### config.mk
export PLATFORM = sky130hd
export DESIGN_NAME = byte_xfer_unit
export DESIGN_NICKNAME = d
export VERILOG_FILES = /design/src/rtl/bxu_pkg.sv /design/src/rtl/bxu_decode.sv /design/src/rtl/bxu_index_alu.sv /design/src/rtl/bxu_sp_reg.sv /design/src/rtl/byte_xfer_unit.sv
export SDC_FILE = /design/constraint.sdc
export NUM_CORES = 1
export LEC_CHECK = 0
export ABC_AREA = 1
export BUFFER_PORTS_ARGS = -buffer_cell sky130_fd_sc_hd__buf_2
export CAP_MARGIN = 40
export CORE_ASPECT_RATIO = 0.6
export CORE_MARGIN = 2
export CORE_UTILIZATION = 54
export CTS_CLUSTER_SIZE = 12
export DETAILED_ROUTE_END_ITERATION = 6
export PLACE_DENSITY = 0.79
export SETUP_SLACK_MARGIN = 0.15
export SYNTH_ARGS = -nofsm -noshare
export SYNTH_HDL_FRONTEND = slang
export SYNTH_SLANG_ARGS = --single-unit
### constraint.sdc
create_clock -name clk -period 5.63 [get_ports clk]
set_clock_uncertainty 0.05 [all_clocks]
set_input_delay 1.689 -clock clk [delete_from_list [all_inputs] [get_ports clk]]
set_output_delay 1.689 -clock clk [all_outputs]
set_load 0.005 [all_outputs]
### src/rtl/bxu_pkg.sv
package bxu_pkg;

  localparam int INSTR_W = 13;
  localparam int NIB_W   = 4;
  localparam int BYTE_W  = 2 * NIB_W;
  localparam int IDX_W   = 2 * BYTE_W;
  localparam int PFX_W   = 5;
  localparam int SUB_W   = 6;

  typedef enum logic [2:0] {
    BA_FROM_IMM, BA_FROM_XL, BA_FROM_XH, BA_FROM_YL,
    BA_FROM_YH,  BA_FROM_EXT, BA_FROM_SP1, BA_FROM_SP2
  } ba_src_e;

  typedef enum logic [1:0] {SP_HOLD, SP_LOAD, SP_INC, SP_DEC} sp_op_e;

  typedef enum logic [1:0] {MEM_NONE, MEM_LOAD, MEM_STORE, MEM_STORE_IMM} mem_op_e;

  typedef struct packed {
    logic              legal;
    logic              ba_we;
    ba_src_e           ba_src;
    logic [3:0]        half_we;   // {YH, YL, XH, XL}
    logic              half_imm;
    logic              ext_we;
    logic              ext_imm;
    sp_op_e            sp1_op;
    sp_op_e            sp2_op;
    logic              add_en;
    logic              add_imm;
    logic              cmp_en;
    logic              use_y;
    mem_op_e           mem_op;
    logic [BYTE_W-1:0] imm;
  } dec_t;

endpackage

### src/rtl/bxu_decode.sv
module bxu_decode
  import bxu_pkg::*;
(
  input  logic [INSTR_W-1:0] instr,
  output dec_t               dec
);

  logic [PFX_W-1:0] pfx;
  logic [SUB_W-1:0] sub;

  assign pfx = instr[INSTR_W-1 -: PFX_W];
  assign sub = instr[SUB_W-1:0];

  always_comb begin
    dec         = '0;
    dec.ba_src  = BA_FROM_IMM;
    dec.sp1_op  = SP_HOLD;
    dec.sp2_op  = SP_HOLD;
    dec.mem_op  = MEM_NONE;
    dec.imm     = instr[BYTE_W-1:0];
    unique case (pfx)
      5'b01001: begin dec.legal = 1'b1; dec.ba_we = 1'b1; dec.ba_src = BA_FROM_IMM; end
      5'b01010: begin dec.legal = 1'b1; dec.half_we = 4'b0001; dec.half_imm = 1'b1; end
      5'b01011: begin dec.legal = 1'b1; dec.half_we = 4'b0100; dec.half_imm = 1'b1; end
      5'b01000: begin dec.legal = 1'b1; dec.ext_we = 1'b1; dec.ext_imm = 1'b1; end
      5'b00001: begin dec.legal = 1'b1; dec.mem_op = MEM_STORE_IMM; end
      5'b01100: begin dec.legal = 1'b1; dec.add_en = 1'b1; dec.add_imm = 1'b1; end
      5'b01101: begin dec.legal = 1'b1; dec.add_en = 1'b1; dec.add_imm = 1'b1; dec.use_y = 1'b1; end
      5'b01110: begin dec.legal = 1'b1; dec.cmp_en = 1'b1; end
      5'b01111: begin dec.legal = 1'b1; dec.cmp_en = 1'b1; dec.use_y = 1'b1; end
      5'b11111: begin
        if (instr[7:6] == 2'b11) begin
          dec.legal = 1'b1;
          casez (sub)
            6'b0000??: dec.half_we = 4'b0001 << sub[1:0];
            6'b00010?: dec.sp1_op = SP_LOAD;
            6'b00011?: dec.sp2_op = SP_LOAD;
            6'b0010??: begin
              dec.ba_we  = 1'b1;
              dec.ba_src = ba_src_e'({1'b0, sub[1:0]} + 3'd1);
            end
            6'b00110?: begin dec.ba_we = 1'b1; dec.ba_src = BA_FROM_SP1; end
            6'b00111?: begin dec.ba_we = 1'b1; dec.ba_src = BA_FROM_SP2; end
            6'b01000?: dec.add_en = 1'b1;
            6'b01001?: begin dec.add_en = 1'b1; dec.use_y = 1'b1; end
            6'b01010?: dec.ext_we = 1'b1;
            6'b01011?: begin dec.ba_we = 1'b1; dec.ba_src = BA_FROM_EXT; end
            6'b011000: dec.mem_op = MEM_LOAD;
            6'b011001: dec.mem_op = MEM_STORE;
            6'b011010: begin dec.mem_op = MEM_LOAD;  dec.use_y = 1'b1; end
            6'b011011: begin dec.mem_op = MEM_STORE; dec.use_y = 1'b1; end
            6'b100000: dec.sp1_op = SP_DEC;
            6'b100100: dec.sp2_op = SP_DEC;
            6'b101000: dec.sp1_op = SP_INC;
            6'b101100: dec.sp2_op = SP_INC;
            default:   dec.legal = 1'b0;
          endcase
        end
      end
      default: dec.legal = 1'b0;
    endcase
  end

endmodule

### src/rtl/bxu_index_alu.sv
module bxu_index_alu
  import bxu_pkg::*;
(
  input  logic [IDX_W-1:0]  idx,
  input  logic [BYTE_W-1:0] byte_val,
  input  logic              is_signed,
  input  logic [BYTE_W-1:0] cmp_field,
  output logic [IDX_W-1:0]  sum,
  output logic              carry,
  output logic              cmp_borrow,
  output logic              cmp_equal
);

  localparam int EXT_W = IDX_W - BYTE_W;

  logic [IDX_W-1:0]  operand;
  logic [BYTE_W-1:0] cmp_val;
  logic [BYTE_W:0]   diff;

  always_comb begin
    operand      = {{EXT_W{is_signed & byte_val[BYTE_W-1]}}, byte_val};
    {carry, sum} = {1'b0, idx} + {1'b0, operand};
    cmp_val      = ~cmp_field;
    diff         = {1'b0, idx[BYTE_W-1:0]} - {1'b0, cmp_val};
    cmp_borrow   = diff[BYTE_W];
    cmp_equal    = (idx[BYTE_W-1:0] == cmp_val);
  end

endmodule

### src/rtl/bxu_sp_reg.sv
module bxu_sp_reg
  import bxu_pkg::*;
#(
  parameter int SP_W = 8
) (
  input  logic              clk,
  input  logic              rst_n,
  input  sp_op_e            op,
  input  logic [BYTE_W-1:0] ba,
  output logic [SP_W-1:0]   q
);

  logic [SP_W-1:0] q_n;
  logic            q_en;

  always_comb begin
    q_n  = q;
    q_en = 1'b1;
    unique case (op)
      SP_LOAD: q_n = SP_W'(ba);
      SP_INC:  q_n = q + SP_W'(1);
      SP_DEC:  q_n = q - SP_W'(1);
      default: q_en = 1'b0;
    endcase
  end

  always_ff @(posedge clk or negedge rst_n) begin
    if (!rst_n)    q <= '0;
    else if (q_en) q <= q_n;
  end

endmodule

### src/rtl/byte_xfer_unit.sv
module byte_xfer_unit
  import bxu_pkg::*;
#(
  parameter int SP_W = 8
) (
  input  logic               clk,
  input  logic               rst_n,
  input  logic               instr_valid,
  input  logic [INSTR_W-1:0] instr,
  input  logic [NIB_W-1:0]   mem_rdata,
  output logic [IDX_W-1:0]   mem_addr,
  output logic               mem_rd,
  output logic               mem_we,
  output logic [NIB_W-1:0]   mem_wdata,
  output logic               busy,
  output logic [NIB_W-1:0]   reg_a,
  output logic [NIB_W-1:0]   reg_b,
  output logic [IDX_W-1:0]   idx_x,
  output logic [IDX_W-1:0]   idx_y,
  output logic [BYTE_W-1:0]  ext_q,
  output logic [SP_W-1:0]    sp1_q,
  output logic [SP_W-1:0]    sp2_q,
  output logic               flag_c,
  output logic               flag_z,
  output logic               flag_e
);

  localparam int NUM_SP = 2;

  dec_t dec;
  logic accept;

  // state registers
  logic [NIB_W-1:0]  a_q, b_q;
  logic [IDX_W-1:0]  x_q, y_q;
  logic [BYTE_W-1:0] ext_r;
  logic              c_q, z_q, e_q, busy_q;
  mem_op_e           pend_op_q;
  logic              pend_y_q;
  logic [NIB_W-1:0]  pend_hi_q;

  // next-state and enables
  logic [NIB_W-1:0]  a_n, b_n;
  logic [IDX_W-1:0]  x_n, y_n;
  logic [BYTE_W-1:0] ext_n;
  logic              c_n, z_n, e_n, busy_n;
  mem_op_e           pend_op_n;
  logic              pend_y_n;
  logic [NIB_W-1:0]  pend_hi_n;
  logic              a_en, b_en, x_en, y_en, ext_en, c_en, z_en, e_en, pend_en;

  logic [BYTE_W-1:0] ba_val, ba_sel, half_src;
  logic [IDX_W-1:0]  alu_idx, alu_sum, cur_idx;
  logic              alu_carry, alu_borrow, alu_equal;

  logic [NUM_SP-1:0][SP_W-1:0] sp_q;
  sp_op_e                      sp_op [NUM_SP];

  bxu_decode u_decode (
    .instr (instr),
    .dec   (dec)
  );

  assign accept  = instr_valid && !busy_q && dec.legal;
  assign ba_val  = {b_q, a_q};
  assign alu_idx = dec.use_y ? y_q : x_q;

  bxu_index_alu u_alu (
    .idx        (alu_idx),
    .byte_val   (dec.add_imm ? dec.imm : ba_val),
    .is_signed  (dec.add_imm),
    .cmp_field  (dec.imm),
    .sum        (alu_sum),
    .carry      (alu_carry),
    .cmp_borrow (alu_borrow),
    .cmp_equal  (alu_equal)
  );

  // stack pointers: one register slice per pointer
  assign sp_op[0] = accept ? dec.sp1_op : SP_HOLD;
  assign sp_op[1] = accept ? dec.sp2_op : SP_HOLD;

  for (genvar gi = 0; gi < NUM_SP; gi++) begin : g_sp
    bxu_sp_reg #(.SP_W(SP_W)) u_sp (
      .clk   (clk),
      .rst_n (rst_n),
      .op    (sp_op[gi]),
      .ba    (ba_val),
      .q     (sp_q[gi])
    );
  end

  // byte source for loads into BA
  always_comb begin
    unique case (dec.ba_src)
      BA_FROM_XL:  ba_sel = x_q[BYTE_W-1:0];
      BA_FROM_XH:  ba_sel = x_q[IDX_W-1:BYTE_W];
      BA_FROM_YL:  ba_sel = y_q[BYTE_W-1:0];
      BA_FROM_YH:  ba_sel = y_q[IDX_W-1:BYTE_W];
      BA_FROM_EXT: ba_sel = ext_r;
      BA_FROM_SP1: ba_sel = sp_q[0][BYTE_W-1:0];
      BA_FROM_SP2: ba_sel = sp_q[1][BYTE_W-1:0];
      default:     ba_sel = dec.imm;
    endcase
  end

  assign half_src = dec.half_imm ? dec.imm : ba_val;

  // memory port: first cycle at index, second at index + 1
  always_comb begin
    cur_idx   = busy_q ? (pend_y_q ? y_q : x_q) : alu_idx;
    mem_addr  = busy_q ? cur_idx + IDX_W'(1) : cur_idx;
    mem_rd    = 1'b0;
    mem_we    = 1'b0;
    mem_wdata = a_q;
    if (busy_q) begin
      mem_rd    = (pend_op_q == MEM_LOAD);
      mem_we    = (pend_op_q == MEM_STORE) || (pend_op_q == MEM_STORE_IMM);
      mem_wdata = (pend_op_q == MEM_STORE_IMM) ? pend_hi_q : b_q;
    end else if (accept) begin
      mem_rd    = (dec.mem_op == MEM_LOAD);
      mem_we    = (dec.mem_op == MEM_STORE) || (dec.mem_op == MEM_STORE_IMM);
      mem_wdata = (dec.mem_op == MEM_STORE_IMM) ? dec.imm[NIB_W-1:0] : a_q;
    end
  end

  // next-state logic
  always_comb begin
    a_n = a_q;   b_n = b_q;   x_n = x_q;   y_n = y_q;   ext_n = ext_r;
    c_n = c_q;   z_n = z_q;   e_n = e_q;
    pend_op_n = pend_op_q;  pend_y_n = pend_y_q;  pend_hi_n = pend_hi_q;
    a_en = 1'b0; b_en = 1'b0; x_en = 1'b0; y_en = 1'b0; ext_en = 1'b0;
    c_en = 1'b0; z_en = 1'b0; e_en = 1'b0; pend_en = 1'b0;
    busy_n = 1'b0;

    if (busy_q) begin
      if (pend_op_q == MEM_LOAD) begin
        b_n  = mem_rdata;
        b_en = 1'b1;
      end
      if (pend_y_q) begin
        y_n  = y_q + IDX_W'(2);
        y_en = 1'b1;
      end else begin
        x_n  = x_q + IDX_W'(2);
        x_en = 1'b1;
      end
    end else if (accept) begin
      e_n  = dec.ext_we;
      e_en = 1'b1;

      if (dec.ba_we) begin
        {b_n, a_n} = ba_sel;
        a_en = 1'b1;
        b_en = 1'b1;
      end

      if (dec.half_we[0]) x_n[BYTE_W-1:0]     = half_src;
      if (dec.half_we[1]) x_n[IDX_W-1:BYTE_W] = half_src;
      if (dec.half_we[2]) y_n[BYTE_W-1:0]     = half_src;
      if (dec.half_we[3]) y_n[IDX_W-1:BYTE_W] = half_src;
      x_en = |dec.half_we[1:0];
      y_en = |dec.half_we[3:2];

      if (dec.ext_we) begin
        ext_n  = dec.ext_imm ? dec.imm : ba_val;
        ext_en = 1'b1;
      end

      if (dec.add_en) begin
        if (dec.use_y) begin
          y_n  = alu_sum;
          y_en = 1'b1;
        end else begin
          x_n  = alu_sum;
          x_en = 1'b1;
        end
        c_n  = alu_carry;
        c_en = 1'b1;
      end

      if (dec.cmp_en) begin
        c_n  = alu_borrow;
        z_n  = alu_equal;
        c_en = 1'b1;
        z_en = 1'b1;
      end

      if (dec.mem_op != MEM_NONE) begin
        busy_n    = 1'b1;
        pend_op_n = dec.mem_op;
        pend_y_n  = dec.use_y;
        pend_hi_n = dec.imm[BYTE_W-1:NIB_W];
        pend_en   = 1'b1;
        if (dec.mem_op == MEM_LOAD) begin
          a_n  = mem_rdata;
          a_en = 1'b1;
        end
      end
    end
  end

  // registers
  always_ff @(posedge clk or negedge rst_n) begin
    if (!rst_n) begin
      a_q       <= '0;
      b_q       <= '0;
      x_q       <= '0;
      y_q       <= '0;
      ext_r     <= '0;
      c_q       <= 1'b0;
      z_q       <= 1'b0;
      e_q       <= 1'b0;
      busy_q    <= 1'b0;
      pend_op_q <= MEM_NONE;
      pend_y_q  <= 1'b0;
      pend_hi_q <= '0;
    end else begin
      busy_q <= busy_n;
      if (a_en)   a_q   <= a_n;
      if (b_en)   b_q   <= b_n;
      if (x_en)   x_q   <= x_n;
      if (y_en)   y_q   <= y_n;
      if (ext_en) ext_r <= ext_n;
      if (c_en)   c_q   <= c_n;
      if (z_en)   z_q   <= z_n;
      if (e_en)   e_q   <= e_n;
      if (pend_en) begin
        pend_op_q <= pend_op_n;
        pend_y_q  <= pend_y_n;
        pend_hi_q <= pend_hi_n;
      end
    end
  end

  assign busy   = busy_q;
  assign reg_a  = a_q;
  assign reg_b  = b_q;
  assign idx_x  = x_q;
  assign idx_y  = y_q;
  assign ext_q  = ext_r;
  assign sp1_q  = sp_q[0];
  assign sp2_q  = sp_q[1];
  assign flag_c = c_q;
  assign flag_z = z_q;
  assign flag_e = e_q;

endmodule

## Yosys cells after proc, flatten, opt, wreduce, memory -nomap -nowiden

Index checks and enable logic that the tools add are counted.

- $add $sub $neg: 10
- Eq/ne operators: 51
- Shift-type cells: 1
- Multiplexer cells: 103
- Bitwise operators: 3
- Reduce and logical (&&, ||, !) cells: 37

Operators with widths:

| operator | number |
|---|---|
| two-way mux 16 bit | 14 |
| equality test 5 x 4 -> 1 bit, second input constant | 12 |
| two-way mux 8 bit | 7 |
| one-hot mux 8 bit (7 select lines) | 1 |
| two-way mux 4 bit | 13 |
| two-way mux 1 bit | 50 |
| one-hot mux 8 bit (3 select lines) | 2 |
| adder 16 x 2 -> 16 bit, second input constant | 2 |
| equality test 6 x 5 -> 1 bit, second input constant | 4 |
| equality test 6 bit, second input constant | 4 |
| AND reduction 4 bit | 5 |
| equality test 2 bit, second input constant | 9 |
| OR reduction 18 bit | 1 |
| OR reduction 2 bit | 9 |
| adder 16 x 16 -> 17 bit | 1 |
| adder 16 x 1 -> 16 bit, second input constant | 1 |
| adder 8 x 1 -> 8 bit, second input constant | 2 |
| one-hot mux 4 bit (4 select lines) | 1 |
| subtractor 8 x 1 -> 8 bit, second input constant | 2 |
| equality test 3 bit, second input constant | 4 |
| one-hot mux 2 bit (3 select lines) | 2 |
| one-hot mux 4 bit (3 select lines) | 1 |
| AND reduction 3 bit | 4 |
| equality test 5 x 2 -> 1 bit, second input constant | 2 |
| other kinds (32) | 52 |

- Register bits after elaboration: 75
- Bits of input ports: 20
- Output and inout port bits: 90
- Logic and storage cells: 219

## Depth between registers and ports, before layout

Gate-level depths: netlist of the first run.

- Depth after elaboration: 11
- Gate-level depth with buffers: 32
- Gate-level depth less buffers: 29

## Modules after synthesis

Synthesis of the first run repeated with hierarchy kept, for this count alone.

- Cell total of the unflattened synthesis: 1527
- Area total of the unflattened synthesis: 9235.1 µm²

By module, submodules not included:

| module | instances | cells each | area each (µm²) | sequential area each (µm²) |
|---|---|---|---|---|
| byte_xfer_unit | 1 | 973 | 5790.6 | 1476.4 |
| bxu_sp_reg | 2 | 115 | 755.7 | 200.2 |
| bxu_index_alu | 1 | 209 | 1301.2 | 0.0 |
| bxu_decode | 1 | 115 | 631.9 | 0.0 |

## Worst setup path after synthesis of the first run

Ideal clock, no wire load.

- Path type: input to output
- From: input port instr[2]
- To: output port mem_addr[8]
- Data arrival time: 3859 ps
- Data required time: 3891 ps
- Setup slack: 32 ps
- Stages on the path: 18
- Buffers on the path: 4
- Cell sequence: buf_2 nor2_1 nand2_1 o21ai_1 nand2_1 nand2_1 buf_6 buf_4 buf_2 nand2_1 o21ai_0 o21ai_0 inv_1 ha_1 nand4_1 or2_1 nor2_1 xnor2_1

- Longest elaborated chain between the ends: 9
- Elaborated cells on any way between the ends: 11
- Classes of those cells: add/sub (1); eq/ne (3); mux (6); reduce/logical (1)

RTL lines:

| element | line | text |
|---|---|---|
| start: declaration | byte_xfer_unit.sv:9 | `input logic [INSTR_W-1:0] instr,` |
| equality test 6 x 5 -> 1 bit or equality test 5 x 4 -> 1 bit (tied branches) | bxu_decode.sv:34 | `casez (sub)` |
| OR reduction 3 bit (no line) * | -- |  |
| two-way mux 1 bit * | bxu_decode.sv:34 |  |
| two-way mux 3 bit * | bxu_decode.sv:32 | `if (instr[7:6] == 2'b11) begin` |
| one-hot mux 1 bit (2 select lines) * | bxu_decode.sv:21 | `unique case (pfx)` |
| two-way mux 16 bit * | byte_xfer_unit.sv:66 | `assign alu_idx = dec.use_y ? y_q : x_q;` |
| two-way mux 16 bit * | byte_xfer_unit.sv:111 | `cur_idx = busy_q ? (pend_y_q ? y_q : x_q) : alu_idx;` |
| adder 16 x 1 -> 16 bit | byte_xfer_unit.sv:112 | `mem_addr = busy_q ? cur_idx + IDX_W'(1) : cur_idx;` |
| two-way mux 16 bit * | byte_xfer_unit.sv:112 |  |
| end: declaration | byte_xfer_unit.sv:11 | `output logic [IDX_W-1:0] mem_addr,` |

Every way passes the cells marked *; elsewhere a longest branch is shown, timed or not.

## Worst setup path in the final report of the first run

- From: input port instr[10]
- To: output port mem_addr[13]

- Longest elaborated chain between the ends: 7
- Elaborated cells on any way between the ends: 9
- Classes of those cells: add/sub (1); eq/ne (3); mux (4); reduce/logical (1)

RTL lines:

| element | line |
|---|---|
| equality test 5 x 4 -> 1 bit | bxu_decode.sv:21 |
| OR reduction 2 bit (no line) | -- |
| one-hot mux 1 bit (2 select lines) * | bxu_decode.sv:21 |
| two-way mux 16 bit * | byte_xfer_unit.sv:66 |
| two-way mux 16 bit * | byte_xfer_unit.sv:111 |
| adder 16 x 1 -> 16 bit | byte_xfer_unit.sv:112 |
| two-way mux 16 bit * | byte_xfer_unit.sv:112 |

Marks and branches as above.

==> results of run 1 <==
[path summary, 6_finish.rpt]
check	startpoint	endpoint	slack, ps	cells past startpoint
max	instr[10]	mem_addr[13]	-30	19
min	pend_hi_q[2]	pend_hi_q[2]	450	2
max reg2reg	busy	g_sp[0].u_sp.q[7]	1270	26
min reg2reg	pend_hi_q[2]	pend_hi_q[2]	450	2
max in group asynchronous	rst_n	reg_b[2]	3730	2
min in group asynchronous	rst_n	g_sp[1].u_sp.q[0]	1170	1
[synth_stat cells (3+ instances only)]
cell      instances
inv_2            10
nor4_1           10
a21o_1            4
buf_2             8
nor3_1           18
nand4_1          12
inv_1           170
or2_2             6
o211ai_1         33
nor2_2            8
o21ai_0         166
a21oi_1          74
nand3_1          57
clkbuf_1         25
a31oi_1          22
dfrtp_1          75
o22ai_1          30
o41ai_1           3
o21ai_2           3
o21ai_1          12
o311ai_0          4
nor2_1          111
buf_6             3
xnor2_1          11
a22oi_1          18
ha_1             38
or2_1             3
xor2_1           15
nand2_2           8
nand2_1         256
[state kept, by name, indices dropped and copies added (netlist names)]
register,cells
g_sp.u_sp.q,16
idx_x,16
idx_y,16
ext_q,8
pend_hi_q,4
reg_a,4
reg_b,4
pend_op_q,2
busy,1
flag_c,1
flag_e,1
flag_z,1
pend_y_q,1
[stage by stage]
step                      hold WS [ps]  utilization [%]  setup WS (ps)  setup TNS (ps)
final                              455             76.0          -34.6           -64.7
after global routing               485             76.0           -159           -1280
after CTS                          443             73.2           86.8               0
after detailed placement           424             66.3           -199           -1700
after global placement             418             65.9          -61.6            -373
after floorplan                    398                -            152               0
[power groups by stage]
stage,clock [mW],sequential [mW],combinational (mW)
6_report,0.665,0.668,1.14
3_3_place_gp,0,0.669,0.984
2_1_floorplan,0,0.652,0.528
5_1_grt,0.681,0.670,1.20
3_5_place_dp,0,0.670,0.995
4_1_cts,0.656,0.660,1.05
[area by class of cell]
| class | instances | area [um2] | area share, % |
|---|---|---|---|
| inverter | 181 | 699 | 6.36 |
| tap | 198 | 248 | 2.25 |
| clock buffer | 10 | 239 | 2.17 |
| timing repair buffer | 311 | 2260 | 20.5 |
| multi-input combinational | 957 | 5590 | 50.8 |
| clock inverter | 6 | 88.8 | 0.808 |
| sequential | 75 | 1880 | 17.1 |
[cell families after synthesis]
family | count (synthesis)
compound gates | 392
xor+xnor | 26
fa+ha+maj | 40
buf+inv | 220
flops | 75
mux | 2
simple gates | 497
[layer usage]
metal	up-vias	track usage [%]	routed length (um)
li1	4849	-	-
met3	167	23.6	7510
met5	-	3.94	0
met4	0	12.4	1460
met1	4877	66.7	15100
met2	941	58.8	13600
[worst reg2reg max path: cells and delay by family, from the launching register on]
kind | cells | cell delay [ps]
xor gates and xnor gates | 1 | 80
and+or+nand+nor | 10 | 1190
DFF | 1 | 390
AOI/OAI and AO/OA | 5 | 800
adders and majority gates | 1 | 250
buffers and inverters | 9 | 1480
[what timing repair did]
action	4_1_cts	5_1_grt
setup endpoints to repair	18	30
cloned	2	0
pin swaps	22	33
buffers inserted	51	19
resized for setup	71	75
==> metrics.csv, run 1 <==
metric,value,unit
period_needed,5660,ps
drt_iter0_markers,1597,
final_common_cell,nand2_1,
ys_warn_count,0,
finalSetupViolCount,4,
drv_slew,0,
avgRoutedWirePerCell,21.7,um
gp_congestion,1.09,
synth_compound_area_share,29.1,%
max-slew-margin-rel,37.6,%
p_leak,5.53,nW
crit_path_top_delay_cell,nor3_4,
postSynthCellCount,1252,
synth_mux_area_share,0.252,%
final_nets,1595,
hold_viol_final,0,
track_usage,46.1,%
ys_ff_latch,75,
dieHeight,98.0,um
io_pins,110,
clk_pin_slew,70,ps
synth-xor-area-share,2.86,%
post-dp-hpwl,27.7,mm
path_cells,"buf_6, nand2_4, nor3_4, nand2_2, inv_2, nand2_4, nand2_8, nand2_1, o211ai_1, nand4_1, nor2_2, nand3_2, nor2_4, nand2_4, inv_2, nand2_2, xnor2_2, inv_1, buf_2",
core_region_area,14500,um2
syn_area,7960,um2
clock.fmax,177,MHz
synth_fp_nets,1312,
dr.pass1.iters,7,
critPathCaptureType,output pin,
finalWorstSetupSlack,-34.6,ps
final_cell_mix,"nand2_1 (233), buf_4 (186), inv_1 (163)",
cp.arrival,3930,ps
viasPerCell,6.23,
p_switching,1.04,mW
synth_top_family_by_area,compound AO/OA/AOI/OAI gates,
drc,3,
path_common_cell,nand2_4,
routed_wl,37.7,mm
placed_cells,1650,
grt_pass1_wl,55.0,mm
cap_violations,0,
root_buffer,clkbuf_16,
p_total,2.47,mW
syn_area_per_cell,6.36,um2
worstSetupStartpointType,input port,
period_share,101,%
rows,34,
cp_max_fo,7,
yosysTopAreaCell,dfrtp_1,
final_cell_area,11000,um2
hp-class,register to register,
antenna_cells,0,
start_util,55.0,%
cts_tree,built,
numPortBuffers,109,
synth_top_area_share,23.6,%
htree_levels,3,
area_growth,38.2,%
critPathKind,input port to output pin,
ir_drop,0.199,mV
detailed_place.area,9580,um2
tightest_slew,924,ps
stdcell_count,1738,
cts_inserted_buffers,9,
synth_cell_type_count,56,
rsz0062_at_grt,true,
cp_data_required_time,3890,ps
comb_power_share,46.0,%
path_buf_inv,5,
p_per_area,225,nW/um2
grt_overflow_total,0,
pwr-share-seq,27.0,%
switching_share,42.0,%
n_fill_cell,1159,
async_flop_share,100,%
synth_simple_gate_area_share,26.9,%
die_area,15800,um2
drtAntennaViolNets,0,
die_w,161,um
antenna_found_initial,0,
drive_gt1_share,28.7,%
slowest_delay,220,ps
path_delay_family,simple AND/OR/NAND/NOR gates,
cts_buffer_depth,2,
yosysSeqAreaShare,23.6,%
intPower,1.43,mW
status,"finished, violations left",
clkPwrFrac,26.9,%
synth_edf_count,0,
grt_max_degree,59,
synth-adder-area-share,6.48,%
clock_latency,340,ps
violations,"DRC, setup timing",
vias,10800,
synth_ff_type,dfrtp_1,
first_global_vias,9533,
cts.sinks,75,
hold_buffers,0,
synth_top_cells_by_area,"dfrtp_1 (24%), nand2_1 (12%), o21ai_0 (10%)",
Power figures use the tool's default switching activity.
==> run 2: changes to the inputs <==
CORE_ASPECT_RATIO = 0.8   (was 0.6)
TNS_END_PERCENT = 10   (was default)
==> metrics.csv, run 2 (synthesis gave the netlist of run 1 again) <==
metric,value,unit,change
viasPerCell,6.19,,-0.67%
drive_gt1_share,25.3,%,-3.4 points
switching_share,41.9,%,-0.078 points
rsz0062_at_grt,true,,
grt_max_degree,53,,-10%
htree_levels,3,,unchanged
io_pins,110,,unchanged
drt_iter0_markers,1699,,+6.4%
cts.sinks,75,,unchanged
dieHeight,113,um,+15%
first_global_vias,9295,,-2.5%
drtAntennaViolNets,0,,unchanged
finalWorstSetupSlack,-79.3,ps,-44.7 ps
grt_pass1_wl,52.4,mm,-4.7%
max-slew-margin-rel,30.4,%,-7.2 points
gp_congestion,1.02,,-5.6%
tightest_slew,1030,ps,+109 ps
period_needed,5710,ps,+44.7 ps
clkPwrFrac,26.9,%,about the same
avgRoutedWirePerCell,20.9,um,-3.6%
cp_max_fo,7,,unchanged
core_region_area,14300,um2,-0.81%
final_common_cell,nand2_1,,
post-dp-hpwl,25.6,mm,-7.7%
p_switching,0.983,mW,-5.1%
hp-class,register to register,,
area_growth,31.5,%,
path_common_cell,nand2_4,,
p_total,2.35,mW,-4.9%
fin_hold_ws,431,ps,-23.9 ps
start_util,55.5,%,+0.45 points
finalSetupViolCount,2,,-2
antenna_found_initial,0,,unchanged
pwr-share-seq,28.4,%,+1.4 points
place_worst_setup_slack,-201,ps,-1.49 ps
path_cells,"buf_8, inv_4, nand2_4, nor2_4, nand3_2, o21ai_2, nand2_2, nand2_4, buf_8, buf_6, nand2_4, o211ai_1, nand2_1, nor2_1, nand4_1, or2_1, nor2_1, xnor2_1, buf_2",,
crit_path_top_delay_cell,or2_1,,
cap_violations,0,,unchanged
clk_pin_slew,60,ps,about the same
p_per_area,224,nW/um2,-0.12%
cts_inserted_buffers,9,,unchanged
comb_power_share,44.7,%,-1.3 points
root_buffer,clkbuf_16,,
hold_viol_final,0,,unchanged
cts_tree,built,,
rows,39,,+15%
placed_cells,1612,,-2.3%
ir_drop,0.234,mV,+17%
cts_buffer_depth,2,,unchanged
track_usage,43.3,%,-2.8 points
die_w,140,um,-13%
critPathCaptureType,output pin,,
worstSetupStartpointType,input port,,
routed_wl,35.1,mm,-6.9%
cp.arrival,3970,ps,+40 ps
grt_overflow_total,0,,unchanged
vias,10400,,-4.0%
cp_data_required_time,3890,ps,about the same
path_buf_inv,5,,unchanged
p_leak,5.29,nW,-4.4%
period_share,101,%,+0.79 points
critPathKind,input port to output pin,,
final_util,73.0,%,-3.1 points
violations,setup timing,,
clock_latency,360,ps,+20 ps
drc,0,,-3
dr.pass1.iters,6,,-1
numPortBuffers,109,,unchanged
drv_slew,0,,unchanged
intPower,1.36,mW,-4.8%
status,"finished, violations left",,
path_delay_family,simple AND/OR/NAND/NOR gates,,
final_cell_mix,"nand2_1 (241), inv_1 (165), o21ai_0 (151)",,
die_area,15700,um2,-0.17%
stdcell_count,1679,,-3.4%
clock.fmax,175,MHz,-0.78%
slowest_delay,280,ps,+60 ps
final_nets,1549,,-2.9%
==> run 2: path summary, 6_finish.rpt <==
| path | startpoint | to | slack (ps) | cells after the start |
|---|---|---|---|---|
| min in group asynchronous | rst_n | pend_hi_q[1] | 1220 | 1 |
| hold / removal | flag_e | flag_e | 430 | 2 |
| setup / recovery | instr[5] | mem_addr[8] | -80 | 19 |
| max in group asynchronous | rst_n | idx_y[4] | 3720 | 2 |
| hold reg to reg | flag_e | flag_e | 430 | 2 |
| setup reg to reg | busy | g_sp[0].u_sp.q[7] | 1040 | 28 |
==> run 2: routing by layer <==
metal / global-route usage [%] / vias up / share of wire (%)
li1: - / 4760 / -
met1: 62.4 / 4669 / 40
met2: 61.0 / 822 / 39
met3: 15.4 / 145 / 17
met4: 12.5 / 0 / 3.7
met5: 0 / - / 0
==> run 2: timing repair <==
item / CTS / global route
endpoints found under the setup margin: 16 / 23
hold buffers: 0 / 0
pin swaps: 33 / 32
resized for setup: 74 / 40
setup buffers: 40 / 9
cloned: 1 / 0
==> run 2: cell type report <==
type                    instances  area [um2]
diodes                          1        2.50
clock buffers                  11         253
clock inverters                 5        60.1
fillers                      1227        3880
inverters                     181         689
multi-input cells             958        5530
flip-flops and latches         75        1880
well taps                     184         230
repair buffers                264        1830
==> run 2: metrics by stage <==
stage	area, um2	setup TNS [ps]
final	10500	-113
after global routing	10500	-1420
after CTS	10200	0
after detailed placement	9390	-1550
after global placement	9370	-1240
after floorplan	7970	0
==> run 2: worst min-delay path: cells and delay by family, from the launching register on <==
kind          cells  cell delay (ps)
flops             1              350
simple gates      2              100
==> run 2: power by group through the flow <==
stage          Sequential (mW)  Combinational [mW]  Clock, mW
4_1_cts                  0.658               0.980      0.633
3_5_place_dp             0.668               0.941          0
5_1_grt                  0.669                1.12      0.649
3_3_place_gp             0.665               0.934          0
2_1_floorplan            0.652               0.528          0
6_report                 0.666                1.05      0.632
==> run 3: changes to the inputs <==
RECOVER_POWER = 25   (was default)
SETUP_SLACK_MARGIN = 0.5   (was 0.15)
==> metrics.csv, run 3 (synthesis gave the netlist of run 1 again) <==
metric,value,unit,change
period_share,102,%,+0.42 points
clock.fmax,174,MHz,-0.41%
hp-class,register to register,,
avgRoutedWirePerCell,20.5,um,-2.1%
final_util,72.2,%,-0.81 points
p_per_area,239,nW/um2,+6.5%
cts.sinks,75,,unchanged
grt_max_degree,60,,+13%
cp_max_fo,7,,unchanged
root_buffer,clkbuf_16,,
rsz0062_at_grt,true,,
period_needed,5730,ps,+23.4 ps
dr.pass1.iters,7,,+1
drtAntennaViolNets,0,,unchanged
hold_buffers,0,,unchanged
finalSetupViolCount,8,,+6
finalWorstSetupSlack,-103,ps,-23.4 ps
cts_tree,built,,
cap_violations,1,,+1
tightest_slew,3010,ps,+1980 ps
gp_congestion,1.06,,+3.7%
path_buf_inv,5,,unchanged
start_util,55.5,%,unchanged
antenna_cells,0,,-1
r2r_slack,1630,ps,+590 ps
vias,10400,,-0.31%
drive_gt1_share,24.0,%,-1.3 points
drv_slew,60,,+60
viasPerCell,6.23,,+0.59%
final_cell_area,10400,um2,-1.1%
routed_wl,34.1,mm,-2.9%
p_leak,5.23,nW,-1.1%
io_pins,110,,unchanged
clock_latency,360,ps,about the same
die_area,15700,um2,unchanged
worstSetupStartpointType,input port,,
path_delay_family,simple AND/OR/NAND/NOR gates,,
core_region_area,14300,um2,unchanged
hold_viol_final,0,,unchanged
cts_inserted_buffers,9,,unchanged
grt_pass1_wl,51.2,mm,-2.4%
clk_pin_slew,60,ps,about the same
numPortBuffers,109,,unchanged
cp.arrival,3990,ps,+20 ps
status,"finished, violations left",,
slowest_delay,300,ps,+20 ps
detailed_place.area,9540,um2,+1.6%
antenna_found_initial,0,,unchanged
violations,"DRC, capacitance limit, slew limit, setup timing",,
rows,39,,unchanged
cp_data_required_time,3890,ps,about the same
final_nets,1535,,-0.90%
critPathKind,input port to output pin,,
first_global_vias,9135,,-1.7%
drt_iter0_markers,1615,,-4.9%
cts_buffer_depth,2,,unchanged
post-dp-hpwl,25.8,mm,+0.66%
final_common_cell,nand2_1,,
dieHeight,113,um,unchanged
htree_levels,3,,unchanged
crit_path_top_delay_cell,or2_1,,
area_growth,30.1,%,
grt_overflow_total,0,,unchanged
ir_drop,0.209,mV,-11%
drc,7,,+7
critPathCaptureType,output pin,,
path_cells,"buf_4, inv_2, nand2_2, nor2_4, nand3_2, o21ai_2, nand2_2, nand2_4, buf_12, buf_4, nand2_1, o21ai_1, o21ai_0, or2_1, nor3_1, nand2_1, xnor2_1, buf_2",,
max-slew-margin-rel,-101,%,-130 points
die_w,140,um,unchanged
track_usage,42.0,%,-1.3 points
final_cell_mix,"nand2_1 (246), inv_1 (164), o21ai_0 (151)",,
==> run 3: cell types whose count changed in the layout (fill, tap and decap cells not counted), sizes merged <==
cell          previous run  this run
bufinv                   1         3
nand2                  266       265
clkinv                   4         3
diode                    1         0
inv                    180       181
buf                    264       248
dlymetal6s4s             0         1
==> run 3: worst min-delay path, stage by stage, from the launching register on <==
cell,delay [ps]
dfrtp_1,350
nand2_1,50
nand2_1,50
==> run 3: final cells by class <==
class                   instances  area (um2)
multi-input cells             957        5500
fillers                      1244        4000
flip-flops and latches         75        1880
repair buffers                251        1700
inverters                     181         686
well taps                     184         230
clock buffers                   9         225
clock inverters                 7         133
==> run 3: path summary, 6_finish.rpt <==
| kind | startpoint | end | cells after the start |
|---|---|---|---|
| max | instr[5] | mem_addr[15] | 18 |
| min | flag_e | flag_e | 2 |
| max reg2reg | busy | g_sp[0].u_sp.q[7] | 22 |
| min reg2reg | flag_e | flag_e | 2 |
| max in group asynchronous | rst_n | flag_c | 2 |
| min in group asynchronous | rst_n | g_sp[1].u_sp.q[4] | 1 |
==> run 3: layer usage <==
metal	vias up	track usage (%)	share of wire (%)
met5	-	0	0
met4	0	15.3	4.3
met3	134	15.1	16
met2	768	57.2	39
met1	4729	60.9	41
li1	4733	-	-
==> run 3: timing repair <==
action | 4_1_cts | 5_1_grt
resized for setup | 44 | 35
gates cloned | 1 | 0
buffers inserted | 18 | 4
pin swaps | 33 | 23
setup endpoints to repair | 28 | 33
==> run 3: power breakdown <==
| group | switching [mW] | total [mW] | internal (mW) |
|---|---|---|---|
| registers | 0.0706 | 0.663 | 0.592 |
| clock network | 0.284 | 0.728 | 0.444 |
| logic | 0.661 | 1.08 | 0.419 |
==> run 3: per-stage QoR <==
| stage | hold slack [ps] | worst slack, ps | setup TNS (ps) | instances | power [mW] |
|---|---|---|---|---|---|
| after floorplan | 398 | 221 | 0 | 1252 | 1.18 |
| after global placement | 413 | -131 | -950 | 1622 | 1.62 |
| after detailed placement | 422 | -269 | -2680 | 1625 | 1.64 |
| final | 434 | -103 | -329 | 1664 | 2.47 |
| after CTS | 439 | -1.16 | -1.16 | 1660 | 2.40 |
| after global routing | 473 | -247 | -2570 | 1664 | 2.57 |
